[config.mk]
export PLATFORM = sky130hd
export DESIGN_NAME = srb_alu
export DESIGN_NICKNAME = d
export VERILOG_FILES = /design/src/rtl/srb_pkg.sv /design/src/rtl/srb_shifter.sv /design/src/rtl/srb_capture.sv /design/src/rtl/srb_view.sv /design/src/rtl/srb_alu.sv
export SDC_FILE = /design/constraint.sdc
export NUM_CORES = 1
export LEC_CHECK = 0
export BUFFER_PORTS_ARGS = -buffer_cell sky130_fd_sc_hd__buf_2
export CAP_MARGIN = 15
export CORE_UTILIZATION = 59
export CTS_BUF_LIST = sky130_fd_sc_hd__clkbuf_2 sky130_fd_sc_hd__clkbuf_4 sky130_fd_sc_hd__clkbuf_8
export DETAILED_ROUTE_END_ITERATION = 7
export HOLD_SLACK_MARGIN = 0.1
export PLACE_DENSITY = 0.8
export RECOVER_POWER = 50
export SETUP_SLACK_MARGIN = 0.02
export SYNTH_ARGS = -nofsm -noshare
export SYNTH_HDL_FRONTEND = slang
export SYNTH_SLANG_ARGS = --single-unit
[constraint.sdc]
create_clock -name clk -period 2.7 [get_ports clk]
set_input_delay 0.405 -clock clk [delete_from_list [all_inputs] [get_ports clk]]
set_output_delay 0.405 -clock clk [all_outputs]
set_load 0.05 [all_outputs]
[src/rtl/srb_pkg.sv]
package srb_pkg;
  typedef enum logic [1:0] {
    VIEW_LO  = 2'd0,
    VIEW_HI  = 2'd1,
    VIEW_SUM = 2'd2,
    VIEW_AND = 2'd3
  } view_e;

  typedef enum logic {
    OP_ADD = 1'b0,
    OP_AND = 1'b1
  } op_e;

  localparam int SER_BIT = 0;
  localparam int SEL_LSB = 1;
  localparam int ADD_BIT = 4;
  localparam int AND_BIT = 5;
endpackage

[src/rtl/srb_shifter.sv]
module srb_shifter #(
  parameter int W = 8
) (
  input  logic         clk,
  input  logic         sdi,
  output logic [W-1:0] lo,
  output logic [W-1:0] hi
);
  localparam int SR_W = 2 * W;

  logic [SR_W-1:0] sr_q = '0;
  logic            armed = 1'b0;

  always_ff @(posedge clk) begin
    sr_q  <= {sr_q[SR_W-2:0], sdi};
    armed <= 1'b1;
  end

  assign lo = sr_q[W-1:0];
  assign hi = sr_q[SR_W-1:W];


  shift_move_chk: assert property (@(posedge clk) disable iff (!armed)
    {hi, lo} == {$past(hi[W-2:0]), $past(lo), $past(sdi)});
endmodule

[src/rtl/srb_capture.sv]
module srb_capture #(
  parameter int         W  = 8,
  parameter srb_pkg::op_e OP = srb_pkg::OP_ADD
) (
  input  logic         clk,
  input  logic         stb,
  input  logic [W-1:0] lo,
  input  logic [W-1:0] hi,
  output logic [W-1:0] q
);
  logic [W-1:0] res;
  logic [W-1:0] q_r = '0;
  logic         armed = 1'b0;

  generate
    if (OP == srb_pkg::OP_ADD) begin : g_add
      assign res = lo + hi;
    end else begin : g_and
      assign res = lo & hi;
    end
  endgenerate

  always_ff @(posedge clk) begin
    armed <= 1'b1;
    if (stb) q_r <= res;
  end

  assign q = q_r;


  capture_hold_chk: assert property (@(posedge clk) disable iff (!armed)
    !$past(stb) |-> $stable(q));
endmodule

[src/rtl/srb_view.sv]
module srb_view #(
  parameter int W = 8
) (
  input  logic         clk,
  input  logic         mirror,
  input  logic [W-1:0] din,
  input  logic [W-1:0] lo,
  input  logic [W-1:0] hi,
  input  logic [W-1:0] sum,
  input  logic [W-1:0] andv,
  output logic [W-1:0] dout
);
  import srb_pkg::*;

  view_e        sel;
  logic [W-1:0] pick;
  logic [W-1:0] out_q = '0;
  logic         armed = 1'b0;

  assign sel = view_e'(din[SEL_LSB +: 2]);

  always_comb begin
    unique case (sel)
      VIEW_LO:  pick = lo;
      VIEW_HI:  pick = hi;
      VIEW_SUM: pick = sum;
      VIEW_AND: pick = andv;
      default:  pick = lo;
    endcase
  end

  always_ff @(posedge clk) begin
    armed <= 1'b1;
    out_q <= mirror ? din : pick;
  end

  assign dout = out_q;


  mirror_copy_chk: assert property (@(posedge clk) disable iff (!armed)
    $past(mirror) |-> dout == $past(din));


  low_view_chk: assert property (@(posedge clk) disable iff (!armed)
    ($past(!mirror) && $past(din[SEL_LSB +: 2]) == 2'd0) |-> dout == $past(lo));


  and_view_chk: assert property (@(posedge clk) disable iff (!armed)
    ($past(!mirror) && $past(din[SEL_LSB +: 2]) == 2'd3) |-> dout == $past(andv));
endmodule

[src/rtl/srb_alu.sv]
module srb_alu #(
  parameter int W = 8
) (
  input  logic         clk,
  input  logic         mirror_en,
  input  logic [W-1:0] din,
  output logic [W-1:0] dout
);
  import srb_pkg::*;

  logic [W-1:0] lo, hi, sum_q, and_q;
  logic         armed = 1'b0;

  initial begin
    if (W < 6) $error("srb_alu needs W >= 6");
  end

  always_ff @(posedge clk) armed <= 1'b1;

  srb_shifter #(.W(W)) shift_i (
    .clk(clk), .sdi(din[SER_BIT]), .lo(lo), .hi(hi)
  );

  srb_capture #(.W(W), .OP(OP_ADD)) sum_i (
    .clk(clk), .stb(din[ADD_BIT]), .lo(lo), .hi(hi), .q(sum_q)
  );

  srb_capture #(.W(W), .OP(OP_AND)) and_i (
    .clk(clk), .stb(din[AND_BIT]), .lo(lo), .hi(hi), .q(and_q)
  );

  srb_view #(.W(W)) view_i (
    .clk(clk), .mirror(mirror_en), .din(din), .lo(lo), .hi(hi),
    .sum(sum_q), .andv(and_q), .dout(dout)
  );


  sum_load_chk: assert property (@(posedge clk) disable iff (!armed)
    $past(din[ADD_BIT]) |-> sum_q == W'($past(lo) + $past(hi)));


  and_load_chk: assert property (@(posedge clk) disable iff (!armed)
    $past(din[AND_BIT]) |-> and_q == ($past(lo) & $past(hi)));
endmodule

* After elaboration in Yosys (flattened, before gate mapping)
Index checks and enable logic that the tools add are counted.
Cells by class: add/sub/neg operators 1, equality and inequality tests 3, muxes and demuxes 2, bitwise logic cells 1, reductions and logical operators 1
Operator list (count):
- $pmux W8 S4 | 1
- $add A8 B8 Y8 | 1
- $and A8 B8 Y8 | 1
- $mux W8 | 1
- $eq A2 B2 Y1 const B | 2
- $eq A2 B1 Y1 const B | 1
- $logic_not A2 Y1 | 1
Storage, ports and cells: register bits 40, input bits 10, output and inout bits 8, logic and storage cells 12

* Depth between registers and ports, before layout
Gate-level depths: netlist of the first run.
depth in word-level cells 3, gate-level depth with buffers 8, depth with buffers taken out 8

* Cells and area by module
From an unflattened synthesis of the first run, not the netlist that was laid out.
Second synthesis, totals: cell total of the unflattened synthesis 135, area, all modules 1715.4 um2
Modules (own cells, without submodules):
- srb_capture at sum_i | instances 1, cells an instance 50, area an instance 571.8 um2, sequential area each 240.2 um2
- srb_view | instances 1, cells an instance 53, area an instance 533.0 um2, sequential area each 160.2 um2
- srb_shifter | instances 1, cells an instance 16, area an instance 320.3 um2, sequential area each 320.3 um2
- srb_capture at and_i | instances 1, cells an instance 16, area an instance 290.3 um2, sequential area each 240.2 um2

* Worst setup path before layout of the first run
Ideal clock, no wire load.
path type flip-flop to flip-flop, start point register shift_i.sr_q[8], end point register sum_i.q_r[6] (netlist: sum_i.q[6]), data pin, data arrival time 1713 ps, setup slack 726 ps, cell stages (with the launch flop) 9, buffers on the path 0, cell sequence dfxtp_1 > ha_1 > inv_1 > fa_1 > nor2b_1 > o21ai_1 > a21boi_2 > nor4_1 > a311o_1
On the way: word-level cells in the longest chain between the ends 1
Ends and longest elaborated chain:
- start, declared | RTL line srb_shifter.sv:11 | logic [SR_W-1:0] sr_q = '0;
- start signal, assigned | RTL line srb_shifter.sv:15 | sr_q <= {sr_q[SR_W-2:0], sdi};
- $add A8 B8 Y8 | RTL line srb_capture.sv:17 | assign res = lo + hi;
- named net sum_i.res[6] | RTL line srb_capture.sv:11 | logic [W-1:0] res;
- end signal, assigned | RTL line srb_capture.sv:25 | if (stb) q_r <= res;
- end, declared | RTL line srb_capture.sv:12 | logic [W-1:0] q_r = '0;
The timed path passes the listed nets, and every way through them passes these cells. A chain may end at the register's enable or synchronous reset.

* Final worst setup path of the first run
start point register shift_i.sr_q[0], end point register sum_i.q_r[6] (netlist: sum_i.q[6]), data pin
Same word-level chain as after synthesis.

==> impl_metrics.ini, run 1 <==
[logic_synthesis]
synthTopCellsByArea = dfxtp_1 31%, edfxtp_1 31%, mux4_2 8.7%
ys_seq_elements = 40
yosysUniqueCellTypes = 29
synth_seq_area_share = 0.6164
synth_top_area_cell = dfxtp_1
synth_top_area_share = 0.3082
syn_area_per_cell_um2 = 14.71
synth_area_um2 = 1559
synth_cells = 106
yosysWarnings = 0
synth_nets = 125

[route]
antenna_left = 0
first_iter_violations = 6
wire_per_inst_um = 16.28
drc = 0
wirelength_um = 2572
drt_first_pass_iters = 4
vias_per_cell = 5.519
num_vias = 872

[power_and_ir_drop]
switching_share = 0.2682
sequentialPowerShare = 0.583
intPower_mw = 0.8828
p_clk_frac = 0.261
pwr_density_cell_nw_per_um2 = 701.2
combPwrFrac = 0.157
p_sw_mw = 0.3236
peakVddDrop_mv = 0.5343
leakage_nw = 0.6949

[timing]
min_period_ps = 2157
setup_viol = 0
setup_ws_ps = 542.8
setup_tns_ps = 0
max_clock_freq_mhz = 463.6
hold_violations = 0
fin_worst_skew_ps = 15.30
worst_pin_slew_ps = 558.9
rsz0062_at_grt = no
slew_violations = 0
period_share = 0.7990
max-slew-margin-rel = 0.6274

[worst_setup_path]
path_cells = ha_1, inv_1, fa_1, nor2b_1, o21ai_1, a21boi_2, nor4_1, a311o_1
end_kind = flip-flop
cp.arrival_ps = 2260
cpMaxStageDelayCell = fa_1
crit_fanout = 3
worstPathRequired_ps = 2800
crit_path_max_incr_delay_ps = 450
path_class = flip-flop to flip-flop
start_kind = flip-flop

[job]
maxCapViolCount = 0

[placement]
hpwlAfterDp_um = 1802
gp_congestion = 0.7476
place.port_buffers = 17
dp_slack_ps = 579.5
post_dp_cell_area_um2 = 1662
dpl.cell_count = 150

[floorplanning]
die_x_um = 53.41
core-area_um2 = 2477
io_pins = 18
fp.dieArea_um2 = 2852
start_util = 0.6293
die_h_um = 53.41
row_count = 18

[clocking]
worstSkewPairLatency_ps = 350
cts_tree = done
cts_made_buffers = 5
clk_path_buf_depth = 2
clock_sinks = 40
cts_root_buf = clkbuf_4
hold_buffers = 0
post-cts-setup-buffer-count = 0
htreeDepth = 2
path_clk_slew_ps = 120
postCtsResizedCells = 0

[min_path]
hold_path.class = input port to flip-flop

[finish]
final_nets = 146
synthToLayoutAreaGrowth_pct = 10.35
final_cells = 158
final_layout_size_suffix_gt1_frac = 0.2969
design_area_um2 = 1720
fin_util = 0.6944
diodes = 0

[grt]
grt_start_max_net_pins = 14
use_met1 = 0.2948
grt_pass1_vias = 781
gr-total-overflow = 0
top_usage_layer = met2
antenna_found_initial = 0
met3_usage = 0.09483
grt_pass1_wl_um = 4015
grt_usage = 0.2215
grtUsageMet2 = 0.3063

[outcome]
status = completed
==> cell type report <==
type                            instances  area [µm²]
Inverter                                6       22.52
Timing Repair Buffer                   17       82.58
Sequential cell                        40       960.9
Clock inverter                          2       10.01
Clock buffer                            6       51.30
Multi-Input combinational cell         57       555.5
Fill cell                             181       757.0
Tap cell                               30       37.54
==> through the flow <==
step	power [mW]	hold slack, ps
6_report	1.206	158.0
5_1_grt	1.259	137.9
4_1_cts	1.208	162.4
3_5_place_dp	0.9069	364.5
3_3_place_gp	0.9016	355.2
2_1_floorplan	0.8588	350.4
==> routing by layer <==
metal	wire, µm	share of wire	vias up
li1	-	-	430
met3	127	0.049	5
met1	1243	0.48	413
met2	1153	0.45	24
met5	0	0	-
met4	48	0.019	0
==> cell families after synthesis <==
family | synth area share
xor gates and xnor gates | 0.02248
adders and majority gates | 0.07705
muxes | 0.1429
buffers and inverters | 0.02728
and+or+nand+nor | 0.04736
AOI/OAI and AO/OA | 0.06661
DFF | 0.6164
==> placed cells by master (no fill, tap or decap), drive strengths merged, types with 2 or more instances in the layout <==
master  instances
edfxtp         16
nor2b           3
clkinv          2
nand2           3
nor2            5
clkbuf          8
mux4            6
buf            15
inv             6
ha              8
mux2i           2
xnor2           3
a21oi           5
dfxtp          24
mux2            6
o21ai           4
==> cells in the mapped netlist <==
master	instances
o21ai_1	1
a311o_1	1
o31ai_1	1
nor3b_1	1
ha_1	8
nand2_1	3
a21boi_2	1
or2_2	1
buf_6	1
a21oi_1	5
o21ai_0	3
mux2_2	6
o211ai_1	1
xnor2_1	3
mux2i_1	2
nor2_1	5
xor2_1	1
a22oi_1	1
clkbuf_1	1
nor2b_1	3
edfxtp_1	16
nand3_1	1
a311oi_2	1
inv_1	6
fa_1	1
nor4_1	1
mux4_2	6
buf_2	1
dfxtp_1	24
==> critical path: cells and delay by family, from the launching register on <==
kind                       cells  cell delay [ps]
and+or+nand+nor                2              190
adders and majority gates      2              650
DFF                            1              380
buffers and inverters          1               70
AOI/OAI and AO/OA              3              600
==> registers in the layout, indices dropped and copies added, names as in the netlist <==
register,cells
shift_i.sr_q,16
and_i.q,8
sum_i.q,8
view_i.dout,8
==> power groups by stage <==
stage	Sequential (mW)	Clock [mW]	Combinational [mW]
after detailed placement	0.717	0	0.190
after CTS	0.703	0.314	0.191
after floorplan	0.759	0	0.0996
after global placement	0.715	0	0.187
after global routing	0.709	0.345	0.205
final	0.703	0.314	0.189
==> final timing paths <==
check | startpoint | to | slack, ps | cells after the start
setup / recovery | shift_i.sr_q[0]$_DFF_P_ | sum_i.q[6]$_DFFE_PP_ | 540 | 8
hold / removal | din[0] | shift_i.sr_q[0]$_DFF_P_ | 160 | 1
hold reg to reg | shift_i.sr_q[11]$_DFF_P_ | shift_i.sr_q[12]$_DFF_P_ | 380 | 0
setup reg to reg | shift_i.sr_q[0]$_DFF_P_ | sum_i.q[6]$_DFFE_PP_ | 540 | 8
Power figures use the tool's default switching activity.
==> run 2, diff against run 1 <==
- CORE_UTILIZATION: 59 -> 53
- PLACE_DENSITY: 0.8 -> 0.76
- clock period: 2.7 -> 1.7 ns (I/O delays scaled with it)
==> impl_metrics.ini, run 2 (synthesis results as in run 1) <==
[finish]
synthToLayoutAreaGrowth_pct = 24.72
final_cells = 172
top_register = shift_i.sr_q
final_common_cell = dfxtp_1
fin_util = 0.6991
multi_input_area_um2 = 650.6
largest_register_ff_count = 16
layout_common_cells = 19 x dfxtp_1, 16 x edfxtp_1, 15 x buf_2, 12 x buf_4
final_nets = 159
register_area_um2 = 969.7
design_area_um2 = 1944
final_layout_size_suffix_gt1_frac = 0.4752
nFillCells = 185
diodes = 0

[route]
met2_length_um = 1461
highest_layer = met4
antenna_left = 0
dr_wl_met3_um = 111
drc = 0
drt_first_pass_iters = 4
wirelength_um = 2917
vias_per_cell = 5.395
wire_per_inst_um = 16.96
first_iter_violations = 52
met1Wirelength_um = 1306
num_vias = 928

[timing]
period_share = 1.088
setup_ws_ps = -150.1
worst_pin_slew_ps = 586.2
rsz0062_at_grt = yes
fin_worst_skew_ps = 7.730
slew_violations = 0
max_clock_freq_mhz = 540.5
min_period_ps = 1850
hold_violations = 0
setup_viol = 2
max-slew-margin-rel = 0.6092

[job]
maxCapViolCount = 0

[floorplanning]
die_h_um = 56.24
start_util = 0.5605
row_count = 19
io_pins = 18
core-area_um2 = 2781
die_x_um = 56.24
fp.dieArea_um2 = 3162

[placement]
place.port_buffers = 17
hpwlAfterDp_um = 2041
gp_congestion = 0.7513
post_dp_cell_area_um2 = 1755
dpl.cell_count = 161

[worst_setup_path]
crit_buf_inv = 1
path_class = flip-flop to flip-flop
critical_path.endpoint = sum_i.q[6]$_DFFE_PP_
cp.arrival_ps = 1960
cpMaxStageDelayCell = dfxtp_4
worstPathRequired_ps = 1810
ff2ff_path_depth = 8
crit_path_max_incr_delay_ps = 380
crit_start = shift_i.sr_q[0]$_DFF_P_
crit_fanout = 2
cp_top_family = adder cells
end_kind = flip-flop
crit_cells = 8
path_cells = ha_4, inv_2, fa_2, nor2b_2, o21ai_2, a21boi_2, nor4_1, a311o_1
r2r_slack_ps = -150
rr_endpoint = sum_i.q[6]$_DFFE_PP_
reg2reg_from = shift_i.sr_q[0]$_DFF_P_
start_kind = flip-flop

[grt]
grt_pass1_wl_um = 4905
antenna_found_initial = 0
grt_start_max_net_pins = 14
gr-total-overflow = 0
grt_pass1_vias = 1021
grt_usage = 0.2177

[power_and_ir_drop]
leakage_nw = 0.7758
pwr_density_cell_nw_per_um2 = 1089
peakVddDrop_mv = 0.9084

[clocking]
worstSkewPairLatency_ps = 350
htreeDepth = 2
clk_path_buf_depth = 2
cts_tree = done
cts_root_buf = clkbuf_4
path_clk_slew_ps = 120
cts_made_buffers = 5
clock_sinks = 40

[outcome]
violations = negative setup slack
status = complete, but fails checks

[min_path]
hold_path.class = input port to flip-flop
min_from = din[3]
[run 2: report_power, final]
part / internal, mW / leakage [nW] / total (mW) / switching (mW)
clock network: 0.324 / 0.0456 / 0.627 / 0.303
registers: 1.09 / 0.361 / 1.12 / 0.0354
logic: 0.166 / 0.369 / 0.369 / 0.203
[run 2: layout make-up]
cell class | count | area share
flip-flops and latches | 40 | 0.4987
multi-input cells | 57 | 0.3346
repair buffers | 30 | 0.09395
clock buffers | 6 | 0.02317
well taps | 31 | 0.01995
clock inverters | 2 | 0.01802
inverters | 6 | 0.01158
[run 2: routing by layer]
layer	up-vias	track usage
li1	460	-
met3	5	0.07442
met1	443	0.2616
met4	0	0.08014
met5	-	0
met2	20	0.3622
[run 2: worst min-delay path by stage]
stage                                to  slack [ps]  cells after the start
4_1_cts          view_i.dout[6]$_DFF_P_         110                      2
6_report         view_i.dout[3]$_DFF_P_         120                      2
3_5_place_dp    shift_i.sr_q[6]$_DFF_P_         360                      0
3_3_place_gp   shift_i.sr_q[12]$_DFF_P_         370                      0
2_1_floorplan   shift_i.sr_q[0]$_DFF_P_         280                      0
5_1_grt          view_i.dout[6]$_DFF_P_         110                      2
[run 2: through the flow]
step	worst slack [ps]	total power, mW	setup TNS, ps	hold slack (ps)
6_report	-150.1	2.118	-188.1	120.7
5_1_grt	-208.5	2.199	-289.7	107.8
4_1_cts	-161.0	2.104	-161.0	114.7
3_5_place_dp	-149.0	1.474	-245.2	363.1
3_3_place_gp	-90.23	1.461	-175.4	368.3
2_1_floorplan	-68.97	1.368	-68.97	282.7
[run 2: repair_timing]
item	4_1_cts	5_1_grt
hold buffers	1	0
gates resized for setup	8	8
setup buffers	2	1
endpoints found under the setup margin	4	4
hold endpoints to repair	1	0
pin swaps	4	6
==> run 3, diff against run 2 <==
--- a/config.mk
+++ b/config.mk
@@ -6,11 +6,12 @@
 export NUM_CORES = 1
 export LEC_CHECK = 0
+export ABC_CLOCK_PERIOD_IN_PS = 1880
 export BUFFER_PORTS_ARGS = -buffer_cell sky130_fd_sc_hd__buf_2
 export CAP_MARGIN = 15
-export CORE_UTILIZATION = 53
+export CORE_UTILIZATION = 59
 export CTS_BUF_LIST = sky130_fd_sc_hd__clkbuf_2 sky130_fd_sc_hd__clkbuf_4 sky130_fd_sc_hd__clkbuf_8
 export DETAILED_ROUTE_END_ITERATION = 7
 export HOLD_SLACK_MARGIN = 0.1
-export PLACE_DENSITY = 0.76
+export PLACE_DENSITY = 0.8
 export RECOVER_POWER = 50
 export SETUP_SLACK_MARGIN = 0.02
==> constraint.sdc (replaced) <==
create_clock -name clk -period 1.88 [get_ports clk]
set_input_delay 0.094 -clock clk [delete_from_list [all_inputs] [get_ports clk]]
set_output_delay 0.094 -clock clk [all_outputs]
set_load 0.05 [all_outputs]
==> impl_metrics.ini, run 3 (synthesis results as in run 1) <==
[outcome]
status = completed

[worst_setup_path]
cp_top_family = adder cells
start_kind = flip-flop
path_class = flip-flop to flip-flop
end_kind = flip-flop
cp.arrival_ps = 1940
cpMaxStageDelayCell = dfxtp_2
crit_fanout = 3
ff2ff_path_depth = 8
crit_buf_inv = 1
crit_path_max_incr_delay_ps = 380
worstPathRequired_ps = 1990
crit_cells = 8
path_cells = ha_4, inv_2, fa_2, nor2b_2, o21ai_2, a21boi_2, nor4_1, a311o_1

[grt]
gr-total-overflow = 0
grt_pass1_wl_um = 4298
antenna_found_initial = 0
grt_pass1_vias = 904
grt_start_max_net_pins = 14
grt_usage = 0.2325

[finish]
final_cells = 167
nFillCells = 160
top_register = shift_i.sr_q
layout_common_cells = 20 x dfxtp_1, 16 x edfxtp_1, 14 x buf_2, 7 x clkbuf_4
largest_register_ff_count = 16
final_common_cell = dfxtp_1
synthToLayoutAreaGrowth_pct = 18.86
final_layout_size_suffix_gt1_frac = 0.3942
final_nets = 155
diodes = 0

[clocking]
htreeDepth = 2
clk_path_buf_depth = 2
path_clk_slew_ps = 110
cts_root_buf = clkbuf_4
cts_tree = done
cts_made_buffers = 5
clock_sinks = 40
worstSkewPairLatency_ps = 350

[placement]
hpwlAfterDp_um = 1872
place.port_buffers = 17
gp_congestion = 0.7551
dp_slack_ps = -46.92
dpl.cell_count = 153

[floorplanning]
fp.dieArea_um2 = 2852
io_pins = 18
row_count = 18
die_x_um = 53.41
die_h_um = 53.41
core-area_um2 = 2477
start_util = 0.6293

[timing]
slew_violations = 0
setup_viol = 0
setup_ws_ps = 51.68
max_clock_freq_mhz = 546.9
worst_pin_slew_ps = 581.7
min_period_ps = 1828
period_share = 0.9725
hold_violations = 0
fin_worst_skew_ps = 12.03
rsz0062_at_grt = yes
max-slew-margin-rel = 0.6122

[route]
num_vias = 940
drt_first_pass_iters = 4
wire_per_inst_um = 16.74
wirelength_um = 2795
vias_per_cell = 5.629
drc = 0
first_iter_violations = 15
antenna_left = 0

[power_and_ir_drop]
leakage_nw = 0.7362
pwr_density_cell_nw_per_um2 = 964.1
peakVddDrop_mv = 0.7845
power.total_mw = 1.786

[min_path]
hold_path.class = input port to flip-flop
min_path_cells = 2

[job]
maxCapViolCount = 0
[run 3: changes by cell type in the layout (fill, tap and decap cells not counted), sizes merged]
cell / before / now
dlygate4sd3: 1 / 5
clkbuf: 8 / 11
bufinv: 1 / 0
clkinv: 1 / 0
buf: 27 / 18
[run 3: layout make-up]
class / instances / area, µm² / share of cell area
well taps: 30 / 37.54 / 0.02026
multi-input cells: 57 / 599.3 / 0.3234
repair buffers: 26 / 161.4 / 0.08710
inverters: 6 / 22.52 / 0.01215
clock buffers: 8 / 66.31 / 0.03579
flip-flops and latches: 40 / 965.9 / 0.5213
[run 3: what timing repair did]
item	in CTS	in global routing
pin swaps	6	4
endpoints found under the setup margin	2	2
hold endpoints to repair	8	0
resized for setup	5	7
hold buffers	5	0
setup buffers	1	0
[run 3: power breakdown]
group | switching [mW] | total [mW] | internal [mW]
Clock | 0.256 | 0.469 | 0.213
Combinational | 0.174 | 0.305 | 0.131
Sequential | 0.0293 | 1.01 | 0.983
Total | 0.459 | 1.79 | 1.33
[run 3: layer usage]
metal  wire [µm]  global-route usage
met5           0                   0
met1        1252              0.2921
met3         145             0.08333
met4          68              0.1053
met2        1328              0.3542
[run 3: final timing paths]
| kind | from | end | slack (ps) |
|---|---|---|---|
| setup / recovery | shift_i.sr_q[8]$_DFF_P_ | sum_i.q[6]$_DFFE_PP_ | 50 |
| hold / removal | mirror_en | view_i.dout[1]$_DFF_P_ | 120 |
| setup reg to reg | shift_i.sr_q[8]$_DFF_P_ | sum_i.q[6]$_DFFE_PP_ | 50 |
| hold reg to reg | shift_i.sr_q[12]$_DFF_P_ | shift_i.sr_q[13]$_DFF_P_ | 370 |
[run 3: per-stage QoR]
step | cell area (µm²) | utilization | hold slack [ps] | setup TNS, ps
after global routing | 1853 | 0.7480 | 138.6 | -33.64
after detailed placement | 1689 | 0.6818 | 220.7 | -46.92
after floorplan | 1564 | - | 121.7 | 0
after CTS | 1829 | 0.7384 | 101.3 | 0
after global placement | 1689 | 0.6818 | 219.0 | 0
final | 1853 | 0.7480 | 124.5 | 0
